`config.mk`:
```
export PLATFORM = sky130hd
export DESIGN_NAME = bus_arbiter
export DESIGN_NICKNAME = d
export VERILOG_FILES = /design/src/rtl/bus_arb_pkg.sv /design/src/rtl/bus_arb_regfile.sv /design/src/rtl/bus_arb_pick.sv /design/src/rtl/bus_arb_watchdog.sv /design/src/rtl/bus_arbiter.sv
export SDC_FILE = /design/constraint.sdc
export NUM_CORES = 1
export LEC_CHECK = 0
export BUFFER_PORTS_ARGS = -buffer_cell sky130_fd_sc_hd__buf_2
export CAP_MARGIN = 20
export CORE_MARGIN = 10
export CORE_UTILIZATION = 45
export CTS_CLUSTER_DIAMETER = 150
export DETAILED_ROUTE_END_ITERATION = 10
export PLACE_DENSITY = 0.82
export SLEW_MARGIN = 20
export SYNTH_ARGS = -nofsm -noshare
export SYNTH_HDL_FRONTEND = slang
export SYNTH_SLANG_ARGS = --single-unit
```
`constraint.sdc`:
```
create_clock -name clk -period 1.78 [get_ports clk]
set_input_delay 0.089 -clock clk [delete_from_list [all_inputs] [get_ports clk]]
set_output_delay 0.089 -clock clk [all_outputs]
set_load 0.005 [all_outputs]
```
`src/rtl/bus_arb_pkg.sv`:
```
package bus_arb_pkg;
    localparam int MAX_MASTERS = 16;
    localparam int IDX_W       = 4;
    localparam int ADDR_W      = 5;
    localparam int DATA_W      = 8;
    localparam logic [ADDR_W-1:0] CTRL_ADDR = 5'd16;

    typedef enum logic { PRIO_FIXED = 1'b0, PRIO_LRU = 1'b1 } prio_scheme_e;
    typedef enum logic { PARK_NAMED = 1'b0, PARK_LAST = 1'b1 } park_mode_e;
    typedef enum logic [1:0] {
        ST_IDLE  = 2'd0,
        ST_PARK  = 2'd1,
        ST_GRANT = 2'd2,
        ST_BUSY  = 2'd3
    } arb_state_e;
endpackage

```
`src/rtl/bus_arb_regfile.sv`:
```
module bus_arb_regfile
    import bus_arb_pkg::*;
#(
    parameter int           NUM_MASTERS = 4,
    parameter prio_scheme_e SCHEME      = PRIO_FIXED
) (
    input  logic                                 clk,
    input  logic                                 rst_n,
    input  logic                                 reg_we,
    input  logic [ADDR_W-1:0]                    reg_addr,
    input  logic [DATA_W-1:0]                    reg_wdata,
    output logic [DATA_W-1:0]                    reg_rdata,
    input  logic                                 upd_en,
    input  logic [IDX_W-1:0]                     upd_idx,
    output logic [NUM_MASTERS-1:0][IDX_W-1:0]    order,
    output park_mode_e                           park_mode,
    output logic [IDX_W-1:0]                     park_idx
);
    logic [NUM_MASTERS-1:0][IDX_W-1:0] order_q;
    logic unused_wdata;

    assign unused_wdata = ^reg_wdata[3:1];
    assign order        = order_q;

    // control word: parking policy and named parking master
    always_ff @(posedge clk or negedge rst_n) begin
        if (!rst_n) begin
            park_mode <= PARK_NAMED;
            park_idx  <= '0;
        end else if (reg_we && reg_addr == CTRL_ADDR) begin
            park_mode <= park_mode_e'(reg_wdata[0]);
            park_idx  <= reg_wdata[7:4];
        end
    end

    generate
        if (SCHEME == PRIO_FIXED) begin : g_fixed
            logic unused_upd;
            assign unused_upd = ^{upd_en, upd_idx};

            always_ff @(posedge clk or negedge rst_n) begin
                if (!rst_n) begin
                    for (int s = 0; s < NUM_MASTERS; s++) order_q[s] <= IDX_W'(s);
                end else if (reg_we) begin
                    for (int s = 0; s < NUM_MASTERS; s++)
                        if (reg_addr == ADDR_W'(s)) order_q[s] <= reg_wdata[IDX_W-1:0];
                end
            end
        end else begin : g_lru
            logic [NUM_MASTERS-1:0][IDX_W-1:0] order_nx;
            logic                              seen;

            // winner goes to the tail, the ones behind it close the gap
            always_comb begin
                order_nx = order_q;
                seen     = 1'b0;
                for (int s = 0; s < NUM_MASTERS - 1; s++) begin
                    if (order_q[s] == upd_idx) seen = 1'b1;
                    if (seen) order_nx[s] = order_q[s+1];
                end
                order_nx[NUM_MASTERS-1] = upd_idx;
            end

            always_ff @(posedge clk or negedge rst_n) begin
                if (!rst_n) begin
                    for (int s = 0; s < NUM_MASTERS; s++) order_q[s] <= IDX_W'(s);
                end else if (upd_en) begin
                    order_q <= order_nx;
                end
            end
        end
    endgenerate

    always_comb begin
        reg_rdata = '0;
        if (reg_addr == CTRL_ADDR) reg_rdata = {park_idx, 3'b000, park_mode};
        for (int s = 0; s < NUM_MASTERS; s++)
            if (reg_addr == ADDR_W'(s))
                reg_rdata = {{(DATA_W-IDX_W){1'b0}}, order_q[s]};
    end
endmodule

```
`src/rtl/bus_arb_pick.sv`:
```
module bus_arb_pick
    import bus_arb_pkg::*;
#(
    parameter int NUM_MASTERS = 4
) (
    input  logic [NUM_MASTERS-1:0]               req,
    input  logic [NUM_MASTERS-1:0][IDX_W-1:0]    order,
    output logic                                 any_req,
    output logic [IDX_W-1:0]                     win
);
    localparam logic [IDX_W:0] NM_X = (IDX_W+1)'(NUM_MASTERS);

    logic [MAX_MASTERS-1:0] req_ext;
    logic                   found;

    assign req_ext = MAX_MASTERS'(req);
    assign any_req = |req;

    always_comb begin
        found = 1'b0;
        win   = '0;
        for (int s = 0; s < NUM_MASTERS; s++) begin
            if (!found && ({1'b0, order[s]} < NM_X) && req_ext[order[s]]) begin
                found = 1'b1;
                win   = order[s];
            end
        end
        // fallback for masters absent from the table: lowest index first
        if (!found) begin
            for (int m = NUM_MASTERS - 1; m >= 0; m--)
                if (req[m]) win = IDX_W'(m);
        end
    end
endmodule

```
`src/rtl/bus_arb_watchdog.sv`:
```
module bus_arb_watchdog #(
    parameter int LIMIT = 16
) (
    input  logic clk,
    input  logic rst_n,
    input  logic busy,
    input  logic ack,
    output logic expired
);
    localparam int CNT_W = $clog2(LIMIT + 1);
    localparam logic [CNT_W-1:0] CNT_MAX = CNT_W'(LIMIT);

    logic [CNT_W-1:0] cnt_q;

    always_ff @(posedge clk or negedge rst_n) begin
        if (!rst_n)               cnt_q <= '0;
        else if (!busy || ack)    cnt_q <= '0;
        else if (cnt_q != CNT_MAX) cnt_q <= cnt_q + 1'b1;
    end

    assign expired = (cnt_q == CNT_MAX);
endmodule

```
`src/rtl/bus_arbiter.sv`:
```
module bus_arbiter
    import bus_arb_pkg::*;
#(
    parameter int           NUM_MASTERS    = 4,
    parameter prio_scheme_e SCHEME         = PRIO_FIXED,
    parameter int           TIMEOUT_CYCLES = 16
) (
    input  logic                   clk,
    input  logic                   rst_n,
    input  logic [NUM_MASTERS-1:0] req,
    input  logic                   bus_sel,
    input  logic                   slave_ack,
    input  logic                   reg_we,
    input  logic [4:0]             reg_addr,
    input  logic [7:0]             reg_wdata,
    output logic [7:0]             reg_rdata,
    output logic [NUM_MASTERS-1:0] gnt,
    output logic                   timeout
);
    localparam logic [IDX_W:0] NM_X = (IDX_W+1)'(NUM_MASTERS);

    arb_state_e                        state_q, state_d, free_st;
    logic [IDX_W-1:0]                  owner_q, owner_d, free_own;
    logic [NUM_MASTERS-1:0][IDX_W-1:0] order;
    park_mode_e                        park_mode;
    logic [IDX_W-1:0]                  park_idx, park_tgt, win;
    logic                              any_req, park_ok;

    bus_arb_regfile #(.NUM_MASTERS(NUM_MASTERS), .SCHEME(SCHEME)) u_regs (
        .clk(clk), .rst_n(rst_n),
        .reg_we(reg_we), .reg_addr(reg_addr), .reg_wdata(reg_wdata), .reg_rdata(reg_rdata),
        .upd_en(state_d == ST_GRANT), .upd_idx(owner_d),
        .order(order), .park_mode(park_mode), .park_idx(park_idx)
    );

    bus_arb_pick #(.NUM_MASTERS(NUM_MASTERS)) u_pick (
        .req(req), .order(order), .any_req(any_req), .win(win)
    );

    bus_arb_watchdog #(.LIMIT(TIMEOUT_CYCLES)) u_wdog (
        .clk(clk), .rst_n(rst_n), .busy(state_q == ST_BUSY), .ack(slave_ack), .expired(timeout)
    );

    // owner_q doubles as the last owner, it is kept through ST_IDLE
    assign park_tgt = (park_mode == PARK_LAST) ? owner_q : park_idx;
    assign park_ok  = ({1'b0, park_tgt} < NM_X);

    // destination when the bus is free
    always_comb begin
        if (any_req) begin
            free_st  = ST_GRANT;
            free_own = win;
        end else if (park_ok) begin
            free_st  = ST_PARK;
            free_own = park_tgt;
        end else begin
            free_st  = ST_IDLE;
            free_own = owner_q;
        end
    end

    always_comb begin
        state_d = free_st;
        owner_d = free_own;
        unique case (state_q)
            ST_IDLE: ;
            ST_PARK, ST_GRANT, ST_BUSY: begin
                if (bus_sel) begin
                    state_d = ST_BUSY;
                    owner_d = owner_q;
                end
            end
            default: ;
        endcase
    end

    // state register
    always_ff @(posedge clk or negedge rst_n) begin
        if (!rst_n) begin
            state_q <= ST_IDLE;
            owner_q <= '0;
        end else begin
            state_q <= state_d;
            owner_q <= owner_d;
        end
    end

    // outputs
    always_comb begin
        for (int m = 0; m < NUM_MASTERS; m++)
            gnt[m] = (state_q != ST_IDLE) && (owner_q == IDX_W'(m));
    end
endmodule

```
Word-level counts from Yosys, hierarchy flattened
Cells that the tools add are included.

Input port bits: 22. Output and inout port bits: 13. Flip-flop bits (word level): 32.

Add/subtract/negate cells: 1. Multiplexer cells: 37. Order comparisons: 9. Equality and inequality tests: 13. Reductions and logical operators: 27.

Operators by type and width (count): $mux W4 (14); $mux W8 (5); $lt A4 B3 Y1 const B (5); $lt A4 B5 Y1 const B (4); $bmux W1 S4 (4); $logic_and A1 B1 Y1 (12); $eq A5 B2 Y1 const B (2); $eq A5 B5 Y1 const B (2); $mux W5 (2); $mux W1 (9); $eq A4 B2 Y1 const B (2); $reduce_and A2 Y1 (4); $mux W2 (3); $add A5 B1 Y5 const B (1); $eq A5 B1 Y1 const B (1); $logic_not A5 Y1 (1); $ne A5 B5 Y1 const B (1); $eq A2 B2 Y1 const B (2); $eq A4 B1 Y1 const B (1); $logic_not A1 Y1 (4); $logic_not A4 Y1 (1); $reduce_bool A2 Y1 (2); $reduce_or A4 Y1 (1); $reduce_or A3 Y1 (1); other kinds (3) (3).

Longest topological paths before layout
Gate-level depths: netlist (run 1).

Word-level depth: 24. Mapped depth: 6. Mapped depth without buffers: 5.

Hierarchy
From an unflattened synthesis (run 1), not the netlist that was laid out.

Cell total of the unflattened synthesis: 189. Area, all modules: 2055.7 µm².

Modules (own cells, without submodules): bus_arb_regfile (cells each 84, area each 1064.8 µm², instances 1); bus_arb_pick (cells each 47, area each 352.8 µm², instances 1); bus_arbiter (cells each 31, area each 334.1 µm², instances 1); bus_arb_watchdog (cells each 27, area each 304.0 µm², instances 1).

Worst setup path after synthesis (run 1)
OpenSTA, ideal clock, no wires.

Kind: reg-to-reg. Start: register u_regs.order_q (netlist bit u_regs.order[4]). End: register owner_q[0]. Arrival: 1.802 ns. Path buffers: 0. Slack: -0.116 ns. Stages on the path, launching flop included: 5. Cells stage by stage: dfstp_2 > mux2_2 > a311o_1 > or3_1 > a221oi_2.

Cells in the longest elaborated chain, start to end: 20. Elaborated cells on any way between the ends: 25. Those cells by class: order compare: 1; mux: 16; reduce/logical: 8.

RTL lines: start: declaration (RTL line bus_arb_regfile.sv:19) `logic [NUM_MASTERS-1:0][IDX_W-1:0] order_q;`; start signal: indexed assignment (RTL line bus_arb_regfile.sv:46) `if (reg_addr == ADDR_W'(s)) order_q[s] <= reg_wdata[IDX_W-1:0];`; $bmux W1 S4 / $lt A4 B3 Y1 (equally long branches) (RTL line bus_arb_pick.sv:23) `if (!found && ({1'b0, order[s]} < NM_X) && req_ext[order[s]]) begin`; $mux W1 (not written as such) / $logic_and A1 B1 Y1 (equally long branches) (RTL line bus_arb_pick.sv:23); $logic_and A1 B1 Y1 (RTL line bus_arb_pick.sv:23); $mux W1 (RTL line bus_arb_pick.sv:23); $logic_not A1 Y1 (RTL line bus_arb_pick.sv:23); $logic_and A1 B1 Y1 (2 in series) (RTL line bus_arb_pick.sv:23); $mux W1 (RTL line bus_arb_pick.sv:23); $logic_not A1 Y1 (RTL line bus_arb_pick.sv:23); $logic_and A1 B1 Y1 (2 in series) (RTL line bus_arb_pick.sv:23); $mux W4 (RTL line bus_arb_pick.sv:23); $mux W4 (4 in series) (RTL line bus_arb_pick.sv:31) `if (req[m]) win = IDX_W'(m);`; $mux W4 * (RTL line bus_arb_pick.sv:29) `if (!found) begin`; $mux W4 * (RTL line bus_arbiter.sv:50) `if (any_req) begin`; $mux W4 (RTL line bus_arbiter.sv:68) `if (bus_sel) begin`; $mux W4 * (RTL line bus_arbiter.sv:65) `unique case (state_q)`; end signal: assignment (RTL line bus_arbiter.sv:84) `owner_q <= owner_d;`; end: declaration (RTL line bus_arbiter.sv:23) `logic [IDX_W-1:0] owner_q, owner_d, free_own;`.

Every way passes the cells marked *; elsewhere a longest branch is shown, timed or not. The select of a mux whose other input is x is not followed. A chain may end at the register's enable or synchronous reset.

Worst setup path in the final report (run 1)
Same ends and word-level chain as after synthesis.

==> run metrics, run 1 <==
status finished, violations left; failing checks setup timing; Total Power 0.00233 W; # diodes 0; Startpoint Class register; final worst slack -0.0431 ns; remaining antenna violation count 0; Placed Area 2150 sq um; largest net degree at the start of global routing 33; area of the mapped netlist 1840 sq um; main flop type after synthesis dfrtp_1; area grow syn2layout 24.1%; FFs w/ async S/R, synth 100%; die height 83.9 um; share of the synthesized area in the top cell type 38.1%; Hold Crit Class in -> reg; min cycle time layout 1.82 ns; DP HPWL 3.38 mm; CTS Buf Count 5; fraction of layout cells with a size suffix above 1 43.3%; core area 3970 sq um; fin nets 240; fin crit share 102%; maximum fanout along the worst path 3; setup TNS -0.0431 ns; DRT Pass-1 Iters 4; GRT Total Usage 12.6%; worst path required time 1.99 ns; I/O pin cnt 35; clock tree buffer depth 2; fmax 549 MHz; Final setup viols 1; most frequent cell after synthesis dfrtp_1; Leak 1.05 nW; synthesis warning total 0; Max-slew headroom 52.4%; Seq/Total Area, Yosys 43.8%; first-pass GRT wire length 7.21 mm; skew final 0.00790 ns; number of synthesized flops with an enable pin 0; via count 1477; First DRT Iteration DRCs 97; DRC Markers 0; vias per inst 5.53; Port Buffers 34; Cells after Synth 165; gp weighted congestion 0.887; Syn Nets 189; Final Core Density 57.5%; die area 7040 sq um; Fill cells 349; RSZ-0062 raised after global routing yes; fin area 2280 sq um; Crit Path Category reg -> reg; Clk Latency, worst-skew pair 0.29 ns; FP Rows 23; vias in the first global route 1552; Final Hold Vio Count 0; H-tree depth 2; Arrival @ worst endpoint 2.03 ns; Worst-Margin Slew 0.715 ns; initial cell density of the core 46.3%; syn_area_per_cell 11.1 sq um; pre-CTS setup slack -0.0671 ns; Yosys reg bits 32; Post-Route WL 4.36 mm; Post-synth top cells dfrtp_1 (28), mux2_2 (24), nor2_1 (17); CTS tree built; initial antenna violation count 0; CTS sink count 32; Worst-path clk slew 0.07 ns; CP endpoint kind register; global route overflow 0; max-capacitance violation count 0; WL per Instance 16.3 um; Synth cell types 44; clk root buf clkbuf_8; Die Wd 83.9 um; Yosys top cell by area dfrtp_1; post-CTS setup buffers 0; largest cells by area after synthesis dfrtp_1 (38%), mux2_2 (15%), dfstp_2 (5.7%); worst vdd ir 0.519 mV; Slew Viols, Final 0; pwr dens 1020 nW/um^2
[area by class of cell]
class,count,area (sq um),area share [%]
multi-input combinational,126,1010,44.4
tap,50,62.6,2.74
timing repair buffer,49,285,12.5
sequential,32,806,35.3
inverter,2,7.51,0.329
clock buffer,6,72.6,3.18
clock inverter,2,35.0,1.54
[cell families after synthesis]
family	share of synthesized area, %
muxes	24.4
DFF	43.8
AOI/OAI and AO/OA	8.91
adders and majority gates	1.36
buffers and inverters	1.90
and+or+nand+nor	17.7
xor gates and xnor gates	1.91
[state kept, by name, summed over array words and instances, names as in the netlist]
register / flops
owner_q: 4
state_q: 2
u_regs.order: 16
u_regs.park_idx: 4
u_regs.park_mode: 1
u_wdog.cnt_q: 5
[stage by stage]
stage	hold WS (ns)	instances
floorplan	-0.207	165
global placement	0.173	258
detailed placement	0.183	258
CTS	0.0251	267
global route	0.0289	267
finish	0.0282	267
[worst max-delay path, stage by stage, from the launching register on]
cell,delay [ns]
dfstp_2,0.56
mux2i_1,0.18
nor4_1,0.09
a311o_1,0.34
or3_1,0.33
a221oi_2,0.23
[metal layers]
metal	track usage [%]	vias to the layer above	wire length [um]
li1	-	708	-
met2	19.9	44	2080
met3	3.71	8	250
met4	5.94	0	88
met1	15.2	717	1940
met5	0	-	0
[where the power goes]
| group | internal, W | switching [W] |
|---|---|---|
| sequential | 0.000858 | 0.000131 |
| combinational | 0.000369 | 0.000284 |
| clock | 0.000415 | 0.000274 |
| total | 0.00164 | 0.000689 |
[placed cells by master (no fill, tap or decap), drive strengths merged, types with 2 or more instances in the layout]
cell,count
ha,2
nor3,4
inv,2
and3,2
buf,48
nor2,17
mux4,4
nor2b,4
o22ai,2
or3,3
xor2,2
a21oi,4
mux2,25
nor4,2
nor3b,2
dfrtp,28
nand3,4
o21ai,7
nand4b,2
xnor2,2
mux2i,7
dfstp,4
clkbuf,6
nand2,9
and2,7
[timing repair]
item | in CTS | in global routing
gates resized for setup | 1 | 2
endpoints found under the setup margin | 2 | 2
endpoints found under the hold margin | 28 | 0
pin swaps | 0 | 1
hold buffers | 1 | 0
[path summary, 6_finish.rpt]
path                                              from  cells past startpoint  slack (ns)                              to
min in group asynchronous                        rst_n                      2        0.38            state_q[1]$_DFF_PN0_
setup / recovery           u_regs.order[4]$_DFFE_PN1P_                      5       -0.04          owner_q[0]$_DFFE_PN0P_
hold / removal                            reg_wdata[5]                      2        0.03  u_regs.park_idx[1]$_DFFE_PN0P_
max in group asynchronous                        rst_n                      2        0.93  u_regs.park_idx[3]$_DFFE_PN0P_
setup reg to reg           u_regs.order[4]$_DFFE_PN1P_                      5       -0.04          owner_q[0]$_DFFE_PN0P_
hold reg to reg                 owner_q[3]$_DFFE_PN0P_                      1        0.52          owner_q[3]$_DFFE_PN0P_
(Power assumes the default switching activity.)
==> run 2, diff against run 1 <==
--- a/config.mk
+++ b/config.mk
@@ -7,6 +7,7 @@
 export LEC_CHECK = 0
 export BUFFER_PORTS_ARGS = -buffer_cell sky130_fd_sc_hd__buf_2
 export CAP_MARGIN = 20
+export CORE_ASPECT_RATIO = 1.2
 export CORE_MARGIN = 10
 export CORE_UTILIZATION = 45
 export CTS_CLUSTER_DIAMETER = 150
==> run metrics, run 2 (synthesis gave the netlist of run 1 again) <==
CTS sink count 32; Worst-Margin Slew 0.712 ns; FF-to-FF path depth 4; worst path required time 1.97 ns; maximum fanout along the worst path 3; failing checks setup timing; clk root buf clkbuf_8; Crit Path Category reg -> reg; CP endpoint kind register; die height 90.0 um; WL per Instance 16.2 um; initial cell density of the core 46.7%; Final setup viols 1; Final Hold Vio Count 0; Hold Crit Class in -> reg; Worst-path clk slew 0.06 ns; Slew Viols, Final 0; die area 7060 sq um; final worst slack -0.0422 ns; RR Startpoint u_regs.order[4]$_DFFE_PN1P_; most frequent cells in the layout buf_2 (34), dfrtp_1 (28), mux2_2 (23), buf_4 (19), nor2_1 (17); gp weighted congestion 0.894; commonest non-fill, non-tap cell in the layout buf_2; largest net degree at the start of global routing 33; Max-slew headroom 52.5%; GRT Total Usage 13.0%; worst vdd ir 0.585 mV; vias per inst 5.42; H-tree depth 2; Placed Area 2170 sq um; Worst R2R Setup Slack -0.04 ns; Total Power 0.00223 W; Hold Startpoint reg_wdata[7]; # diodes 0; DRT Pass-1 Iters 4; global route overflow 0; Clk Latency, worst-skew pair 0.29 ns; first-pass GRT wire length 7.53 mm; Arrival @ worst endpoint 2.02 ns; pwr dens 962 nW/um^2; fin area 2320 sq um; min cycle time layout 1.82 ns; fraction of layout cells with a size suffix above 1 45.0%; RSZ-0062 raised after global routing yes; Leak 1.07 nW; FP Rows 25; status finished, violations left; Hold EP u_regs.park_idx[3]$_DFFE_PN0P_; Port Buffers 34; fin crit share 102%; WHS 0.0328 ns; DP HPWL 3.53 mm; CTS Buf Count 5; area grow syn2layout 26.3%; fmax 549 MHz; Startpoint Class register; Post-Route WL 4.46 mm; DRC Markers 0; initial antenna violation count 0; max reg flops 16; clock tree buffer depth 2; hold depth 2; fin nets 245; CTS tree built; skew final 0.00376 ns; via count 1497; core area 3940 sq um; I/O pin cnt 35; vias in the first global route 1724; Die Wd 78.4 um; First DRT Iteration DRCs 63; remaining antenna violation count 0; max-capacitance violation count 0; Worst R2R End owner_q[0]$_DFFE_PN0P_
## run 2: cell count changes in the layout (fill, tap and decap cells not counted), sizes merged
cell / delta
clkbuf: +2
buf: +5
clkinv: -1
bufinv: -1
## run 2: worst max-delay path by stage
stage                                 startpoint                     end  slack, ns  cells after the start
floorplan            u_regs.order[4]$_DFFE_PN1P_  owner_q[0]$_DFFE_PN0P_      0.005                      4
global placement     u_regs.order[4]$_DFFE_PN1P_  owner_q[0]$_DFFE_PN0P_     0.0001                      4
detailed placement   u_regs.order[4]$_DFFE_PN1P_  owner_q[0]$_DFFE_PN0P_      -0.02                      4
CTS                 u_regs.order[13]$_DFFE_PN1P_  owner_q[0]$_DFFE_PN0P_      -0.03                      5
global route         u_regs.order[0]$_DFFE_PN0P_  owner_q[0]$_DFFE_PN0P_       -0.1                      5
finish               u_regs.order[4]$_DFFE_PN1P_  owner_q[0]$_DFFE_PN0P_      -0.04                      4
## run 2: timing repair
item,in CTS,in global routing
setup endpoints to repair,2,2
hold buffers,1,0
buffers inserted,2,1
pin swaps,1,4
hold endpoints to repair,28,0
gates resized for setup,3,7
## run 2: power by group
group          internal, W  leakage (nW)  switching (W)
combinational     0.000414         0.625       0.000310
clock             0.000277        0.0395       0.000250
sequential        0.000858         0.401       0.000125
total              0.00155          1.07       0.000685
## run 2: cell type report
type | instances | area, sq um
Multi-Input combinational cell | 126 | 1040
Clock buffer | 8 | 80.1
Tap cell | 54 | 67.6
Timing Repair Buffer | 54 | 323
Inverter | 2 | 7.51
Fill cell | 364 | 1620
Sequential cell | 32 | 806
## run 2: through the flow
stage / std cells / util [%] / TNS, ns / setup slack [ns]
detailed placement: 264 / 55.2 / -0.0422 / -0.0239
global placement: 264 / 55.2 / 0 / 0.000140
finish: 276 / 59.0 / -0.0422 / -0.0422
CTS: 275 / 58.0 / -0.0288 / -0.0288
floorplan: 165 / - / 0 / 0.00464
global route: 276 / 59.0 / -0.127 / -0.0951
## run 2: critical path: stages, from the launching register on
cell and delay, ns:
dfstp_2 0.57, mux2_2 0.35, a311o_1 0.28, or3_1 0.33, a221oi_2 0.21
## run 2: routing by layer
layer / global-route usage, % / share of wire [%] / wire, um
met2: 24.3 / 54 / 2410
met3: 5.08 / 6.7 / 298
met1: 12.3 / 37 / 1650
met5: 0 / 0 / 0
met4: 4.94 / 2.3 / 104
